===== src/rtl/sdram_init_pkg.sv =====
`timescale 1ns/1ps
package sdram_init_pkg;

  // Command pin pattern {cs_n, ras_n, cas_n, we_n}
  typedef enum logic [3:0] {
    CMD_MRS  = 4'b0000,
    CMD_REF  = 4'b0001,
    CMD_PALL = 4'b0010,
    CMD_NOP  = 4'b0111
  } sdram_cmd_e;

  typedef enum logic [3:0] {
    ST_PWAIT,   // long NOP wait after reset
    ST_PALL,    // precharge-all command cycle
    ST_TRP,     // precharge recovery
    ST_IREF,    // init refresh command cycle
    ST_ITRFC,   // init refresh recovery
    ST_MRS,     // mode register set command cycle
    ST_TMRD,    // mode register delay
    ST_RUN,     // ready, idle
    ST_RREF,    // granted refresh command cycle
    ST_RTRFC    // granted refresh recovery
  } seq_state_e;

endpackage


===== src/rtl/sdram_wait_timer.sv =====
`timescale 1ns/1ps
module sdram_wait_timer #(
  parameter int CNT_W   = 8,
  parameter int RST_VAL = 1
) (
  input  logic             clk_i,
  input  logic             rst_ni,
  input  logic             load_i,
  input  logic [CNT_W-1:0] load_val_i,
  output logic             zero_o
);
  logic [CNT_W-1:0] cnt_q;

  always_ff @(posedge clk_i or negedge rst_ni) begin
    if (!rst_ni)             cnt_q <= CNT_W'(RST_VAL);
    else if (load_i)         cnt_q <= load_val_i;
    else if (cnt_q != '0)    cnt_q <= cnt_q - 1'b1;
  end

  assign zero_o = (cnt_q == '0);


  timer_load_chk: assert property (@(posedge clk_i) disable iff (!rst_ni)
    load_i |=> (cnt_q == $past(load_val_i)));

endmodule


===== src/rtl/sdram_ref_debt.sv =====
`timescale 1ns/1ps
module sdram_ref_debt #(
  parameter int INTERVAL = 1560,
  parameter int DEBT_MAX = 8
) (
  input  logic clk_i,
  input  logic rst_ni,
  input  logic en_i,
  input  logic issue_i,
  output logic owed_o,
  output logic full_o
);
  localparam int IW = $clog2(INTERVAL);
  localparam int DW = $clog2(DEBT_MAX + 1);

  logic [IW-1:0] icnt_q;
  logic [DW-1:0] debt_q;
  logic          tick;

  assign tick = en_i && (icnt_q == IW'(INTERVAL - 1));

  always_ff @(posedge clk_i or negedge rst_ni) begin
    if (!rst_ni)   icnt_q <= '0;
    else if (en_i) icnt_q <= tick ? '0 : icnt_q + 1'b1;
  end

  always_ff @(posedge clk_i or negedge rst_ni) begin
    if (!rst_ni) debt_q <= '0;
    else begin
      case ({tick, issue_i})
        2'b10: if (debt_q != DW'(DEBT_MAX)) debt_q <= debt_q + 1'b1;
        2'b01: debt_q <= debt_q - 1'b1;
        default: ;
      endcase
    end
  end

  assign owed_o = (debt_q != '0);
  assign full_o = (debt_q == DW'(DEBT_MAX));


  debt_bound_chk: assert property (@(posedge clk_i) disable iff (!rst_ni)
    debt_q <= DW'(DEBT_MAX));


  full_hold_chk: assert property (@(posedge clk_i) disable iff (!rst_ni)
    (full_o && !issue_i) |=> full_o);

endmodule


===== src/rtl/sdram_cmd_drive.sv =====
`timescale 1ns/1ps
module sdram_cmd_drive
  import sdram_init_pkg::*;
#(
  parameter int          ADDR_W    = 12,
  parameter int          BA_W      = 2,
  parameter logic [11:0] MODE_WORD = 12'h033
) (
  input  sdram_cmd_e        cmd_i,
  input  logic              ready_i,
  output logic              cke_o,
  output logic              dqm_o,
  output logic              cs_n_o,
  output logic              ras_n_o,
  output logic              cas_n_o,
  output logic              we_n_o,
  output logic [BA_W-1:0]   ba_o,
  output logic [ADDR_W-1:0] addr_o
);
  assign cke_o = 1'b1;
  assign dqm_o = ~ready_i;
  assign {cs_n_o, ras_n_o, cas_n_o, we_n_o} = cmd_i;
  assign ba_o  = '0;

  always_comb begin
    addr_o = '0;
    if (cmd_i == CMD_MRS)       addr_o = ADDR_W'(MODE_WORD);
    else if (cmd_i == CMD_PALL) addr_o[10] = 1'b1;
  end
endmodule


===== src/rtl/sdram_init_seq.sv =====
`timescale 1ns/1ps
module sdram_init_seq
  import sdram_init_pkg::*;
#(
  parameter int          ADDR_W       = 12,
  parameter int          BA_W         = 2,
  parameter int          PWR_WAIT     = 20000,
  parameter int          T_RP         = 2,
  parameter int          T_RFC        = 7,
  parameter int          T_MRD        = 2,
  parameter int          INIT_REFS    = 8,
  parameter int          REF_INTERVAL = 1560,
  parameter int          DEBT_MAX     = 8,
  parameter logic [11:0] MODE_WORD    = 12'h033
) (
  input  logic              clk_i,
  input  logic              rst_ni,
  input  logic              ref_grant_i,
  output logic              cke_o,
  output logic              dqm_o,
  output logic              cs_n_o,
  output logic              ras_n_o,
  output logic              cas_n_o,
  output logic              we_n_o,
  output logic [BA_W-1:0]   ba_o,
  output logic [ADDR_W-1:0] addr_o,
  output logic              ready_o,
  output logic              ref_req_o,
  output logic              ref_urgent_o
);
  localparam int MAX_A = (PWR_WAIT > T_RFC) ? PWR_WAIT : T_RFC;
  localparam int MAX_B = (T_RP > T_MRD) ? T_RP : T_MRD;
  localparam int MAX_W = (MAX_A > MAX_B) ? MAX_A : MAX_B;
  localparam int CNT_W = $clog2(MAX_W + 1);
  localparam int RC_W  = $clog2(INIT_REFS + 1);

  seq_state_e       state_q;
  logic [RC_W-1:0]  refs_q;
  logic             t_zero, t_load;
  logic [CNT_W-1:0] t_val;
  logic             owed, full;
  sdram_cmd_e       cmd;

  // Each recovery state lasts (T - 1) cycles after its one-cycle command
  always_comb begin
    t_load = 1'b0;
    t_val  = '0;
    case (state_q)
      ST_PALL:          begin t_load = 1'b1; t_val = CNT_W'(T_RP - 2);  end
      ST_IREF, ST_RREF: begin t_load = 1'b1; t_val = CNT_W'(T_RFC - 2); end
      ST_MRS:           begin t_load = 1'b1; t_val = CNT_W'(T_MRD - 2); end
      default: ;
    endcase
  end

  sdram_wait_timer #(.CNT_W(CNT_W), .RST_VAL(PWR_WAIT - 1)) timer_i (
    .clk_i(clk_i), .rst_ni(rst_ni), .load_i(t_load),
    .load_val_i(t_val), .zero_o(t_zero)
  );

  always_ff @(posedge clk_i or negedge rst_ni) begin
    if (!rst_ni) begin
      state_q <= ST_PWAIT;
      refs_q  <= '0;
    end else begin
      case (state_q)
        ST_PWAIT: if (t_zero) state_q <= ST_PALL;
        ST_PALL:  state_q <= ST_TRP;
        ST_TRP:   if (t_zero) state_q <= ST_IREF;
        ST_IREF:  begin
          refs_q  <= refs_q + 1'b1;
          state_q <= ST_ITRFC;
        end
        ST_ITRFC: if (t_zero)
          state_q <= (refs_q == RC_W'(INIT_REFS)) ? ST_MRS : ST_IREF;
        ST_MRS:   state_q <= ST_TMRD;
        ST_TMRD:  if (t_zero) state_q <= ST_RUN;
        ST_RUN:   if (ref_req_o && ref_grant_i) state_q <= ST_RREF;
        ST_RREF:  state_q <= ST_RTRFC;
        ST_RTRFC: if (t_zero) state_q <= ST_RUN;
        default:  state_q <= ST_PWAIT;
      endcase
    end
  end

  assign ready_o = (state_q == ST_RUN) || (state_q == ST_RREF) ||
                   (state_q == ST_RTRFC);

  sdram_ref_debt #(.INTERVAL(REF_INTERVAL), .DEBT_MAX(DEBT_MAX)) debt_i (
    .clk_i(clk_i), .rst_ni(rst_ni), .en_i(ready_o),
    .issue_i(state_q == ST_RREF), .owed_o(owed), .full_o(full)
  );

  assign ref_req_o    = (state_q == ST_RUN) && owed;
  assign ref_urgent_o = full;

  always_comb begin
    case (state_q)
      ST_PALL:          cmd = CMD_PALL;
      ST_IREF, ST_RREF: cmd = CMD_REF;
      ST_MRS:           cmd = CMD_MRS;
      default:          cmd = CMD_NOP;
    endcase
  end

  sdram_cmd_drive #(.ADDR_W(ADDR_W), .BA_W(BA_W), .MODE_WORD(MODE_WORD)) drv_i (
    .cmd_i(cmd), .ready_i(ready_o), .cke_o(cke_o), .dqm_o(dqm_o),
    .cs_n_o(cs_n_o), .ras_n_o(ras_n_o), .cas_n_o(cas_n_o), .we_n_o(we_n_o),
    .ba_o(ba_o), .addr_o(addr_o)
  );


  ready_sticky_chk: assert property (@(posedge clk_i) disable iff (!rst_ni)
    ready_o |=> ready_o);


  no_unasked_ref_chk: assert property (@(posedge clk_i) disable iff (!rst_ni)
    (ready_o && !ref_req_o) |=>
      !(!cs_n_o && !ras_n_o && !cas_n_o && we_n_o));


  req_drop_chk: assert property (@(posedge clk_i) disable iff (!rst_ni)
    (ready_o && !cs_n_o && !ras_n_o && !cas_n_o && we_n_o) |-> !ref_req_o);

endmodule


===== config.mk =====
export PLATFORM = sky130hd
export DESIGN_NAME = sdram_init_seq
export DESIGN_NICKNAME = d
export VERILOG_FILES = /design/src/rtl/sdram_init_pkg.sv /design/src/rtl/sdram_wait_timer.sv /design/src/rtl/sdram_ref_debt.sv /design/src/rtl/sdram_cmd_drive.sv /design/src/rtl/sdram_init_seq.sv
export SDC_FILE = /design/constraint.sdc
export NUM_CORES = 1
export LEC_CHECK = 0
export BUFFER_PORTS_ARGS = -buffer_cell sky130_fd_sc_hd__buf_2
export CORE_UTILIZATION = 50
export CTS_CLUSTER_SIZE = 25
export DETAILED_ROUTE_END_ITERATION = 6
export PLACE_DENSITY = 0.7
export SYNTH_ARGS = -nofsm -noshare
export SYNTH_HDL_FRONTEND = slang
export SYNTH_SLANG_ARGS = --single-unit
export TNS_END_PERCENT = 50

===== constraint.sdc =====
create_clock -name clk_i -period 2.65 [get_ports clk_i]
set_input_delay 0.1325 -clock clk_i [delete_from_list [all_inputs] [get_ports clk_i]]
set_output_delay 0.1325 -clock clk_i [all_outputs]
set_load 0.02 [all_outputs]

==> impl_metrics.py <==
metrics = {
    "final_layout": {
        "multi_input_area_um2": 1170,
        "regArea_um2": 962,
        "fill_cells": 395,
        "fin_nets": 270,
        "drive_gt1_frac": 0.171,
        "final_cell_area_um2": 2490,
        "antenna_cells": 0,
        "syn2layout_area_growth_pct": 7.46,
    },
    "grt": {
        "grt_usage": 0.190,
        "grt_pass1_vias": 1701,
        "overflow": 0,
        "grt_max_degree": 39,
        "grt_antenna_before_repair": 0,
        "grt_pass1_wl_um": 7530,
    },
    "power_and_ir_drop": {
        "vdd_ir_drop_max_uv": 256,
        "p_leak_nw": 1.14,
        "clockPowerShare": 0.405,
        "p_sw_mw": 0.229,
        "switching_share": 0.224,
        "p_comb_frac": 0.026,
        "internal_power_mw": 0.791,
        "power.density_nw_per_um2": 410,
        "p_seq_frac": 0.569,
    },
    "route": {
        "antenna_left": 0,
        "drt_wl_total_um": 4210,
        "vias_per_cell": 5.54,
        "routedWlPerCell_um": 13.4,
        "drt_iter0_markers": 130,
        "dr.pass1.iters": 4,
        "vias": 1744,
        "route.detailed.drc": 0,
    },
    "floorplan": {
        "core.rowCount": 24,
        "core_um2": 4410,
        "die_h_um": 70.0,
        "dieArea_um2": 4900,
        "io_pins": 26,
        "die_x_um": 70.0,
        "initial_core_util": 0.524,
    },
    "clock_tree": {
        "worstSkewPairLatency_ns": 0.29,
        "cts_tree": "built",
        "clock_sinks": 38,
        "postCtsSetupRepairBufs": 0,
        "cts_made_buffers": 5,
        "cts_root_buf": "clkbuf_8",
        "clkSlewWorstSetupHoldPaths_ns": 0.07,
        "cts_max_path_buffers": 2,
        "h-tree-depth": 2,
    },
    "logic_synthesis": {
        "netlist_area_um2": 2310,
        "synthDistinctLibCells": 48,
        "synth_top_family_by_area": "simple AND/OR/NAND/NOR gates",
        "synth_flop_cell": "dfrtp_1",
        "yosysWarningCount": 0,
        "synth_fa_ha_area_frac": 0.0270,
        "synth-xor-area-share": 0.0719,
        "synthSimpleGateAreaFrac": 0.233,
        "synth-compound-area-share": 0.119,
        "synth_edf_count": 0,
        "yosysTopAreaCell": "dfrtp_1",
        "synth_seq_cells": 38,
        "yosysMostFrequentCell": "dfrtp_1",
        "ys_top_cells_by_count": "dfrtp_1, a21oi_1, nand2_1",
        "yosysSeqAreaShare": 0.416,
        "yosys.area.top_type_share": 0.314,
        "synthCells": 247,
        "async_flop_share": 1.00,
        "muxShareOfSynthArea": 0.0379,
        "syn_area_per_cell_um2": 9.37,
        "synth.area.top_cells": "dfrtp_1, dfstp_2, xnor2_1",
    },
    "placed_design": {
        "dpl_cell_area_um2": 2380,
        "hpwlAfterDp_um": 2970,
        "gp_congestion": 0.883,
        "portBuffers": 14,
    },
    "timing": {
        "skew_ns": 0.00267,
        "timing.slew.headroom": 0.451,
        "fin_crit_sh": 0.878,
        "fin_tns_setup_ns": 0,
        "hold_viol": 0,
        "grt_setup_unrepaired": "false",
        "slew_viol_final": 0,
        "holdWs_ns": 0.0620,
        "setup_viol": 0,
        "clock.fmax_mhz": 430,
        "tightest_slew_ns": 0.823,
        "period_needed_ns": 2.33,
    },
    "worst_hold_path": {
        "min_path_type": "primary input to flop",
    },
    "worst_setup_path": {
        "cp_max_fo": 6,
        "start_kind": "flop",
        "cp_data_required_time_ns": 2.82,
        "arrival_ns": 2.50,
        "end_kind": "flop",
        "path_class": "flop to flop",
    },
    "flow_run": {
        "max_cap_violations": 0,
    },
    "run_status": {
        "status": "finished clean",
    },
}
## metal layers
layer / share of wire / GRT usage / routed length [um] / vias to the layer above
li1: - / - / - / 882
met1: 0.49 / 0.252 / 2060 / 840
met2: 0.48 / 0.311 / 2020 / 17
met3: 0.022 / 0.0433 / 93 / 5
met4: 0.0093 / 0.0533 / 39 / 0
met5: 0 / 0 / 0 / -
## stage by stage
| stage | power (mW) | worst slack (ns) | utilization | std cells |
|---|---|---|---|---|
| floorplan | 0.617 | 0.374 | - | 256 |
| global placement | 0.618 | 0.434 | 0.539 | 306 |
| detailed placement | 0.618 | 0.341 | 0.539 | 306 |
| CTS | 1.04 | 0.323 | 0.563 | 315 |
| global route | 1.07 | 0.191 | 0.563 | 315 |
| finish | 1.02 | 0.324 | 0.563 | 315 |
## placed cells by master (no fill, tap or decap), types with 11 or more instances in the layout
| master | n |
|---|---|
| nand2_1 | 20 |
| inv_1 | 12 |
| dfrtp_1 | 29 |
| conb_1 | 11 |
| buf_2 | 14 |
| xnor2_1 | 16 |
| a21oi_1 | 20 |
| nor2_1 | 16 |
## power groups by stage
stage	Clock (mW)	Sequential (mW)	Combinational, mW
2_1_floorplan	0	0.591	0.0260
4_1_cts	0.429	0.580	0.0279
3_5_place_dp	0	0.591	0.0269
5_1_grt	0.454	0.580	0.0307
6_report	0.413	0.580	0.0270
3_3_place_gp	0	0.591	0.0269
## repair_timing
action / CTS / global route
hold buffers: 1 / 0
endpoints found under the hold margin: 29 / 0
resized for setup: 0 / 0
## flip-flops by register name (all words and copies together) (netlist names)
signal and count:
debt_i.icnt_q 11, refs_q 4, timer_i.cnt_q 15, state_q 4, debt_i.debt_q 4
## worst max-delay path: stages (launching register included)
cell and delay [ns]:
dfrtp_1 0.44, or4b_1 0.53, a2111o_1 0.38, nand2_1 0.09, xnor2_1 0.12, ha_1 0.19, nor3b_1 0.21, mux2i_1 0.12
xnor2_1 0.13
## path summary, 6_finish.rpt
| kind | from | end | slack (ns) | cells past startpoint |
|---|---|---|---|---|
| setup / recovery | debt_i.icnt_q[5] | debt_i.debt_q[2] | 0.32 | 8 |
| hold / removal | ref_grant_i | state_q[3] | 0.06 | 2 |
| setup reg to reg | debt_i.icnt_q[5] | debt_i.debt_q[2] | 0.32 | 8 |
| hold reg to reg | timer_i.cnt_q[14] | timer_i.cnt_q[14] | 0.45 | 2 |
| max in group asynchronous | rst_ni | debt_i.debt_q[2] | 1.65 | 2 |
| min in group asynchronous | rst_ni | refs_q[2] | 0.47 | 2 |
## cell families (layout without fill, tap and decap cells)
group | after synthesis | after routing
simple gates | 94 | 94
compound gates | 45 | 45
flops | 38 | 38
buf+inv | 37 | 44
xor+xnor | 19 | 19
mux | 7 | 7
fa+ha+maj | 5 | 5
other cells | 2 | 11
## layout make-up
| class | instances | share of cell area |
|---|---|---|
| Clock buffer | 6 | 0.0332 |
| Inverter | 12 | 0.0181 |
| Multi-Input combinational cell | 181 | 0.471 |
| Timing Repair Buffer | 24 | 0.0594 |
| Sequential cell | 38 | 0.387 |
| Clock inverter | 2 | 0.00503 |
| Tap cell | 52 | 0.0262 |
No activity file was read; power rests on OpenSTA's default activity.
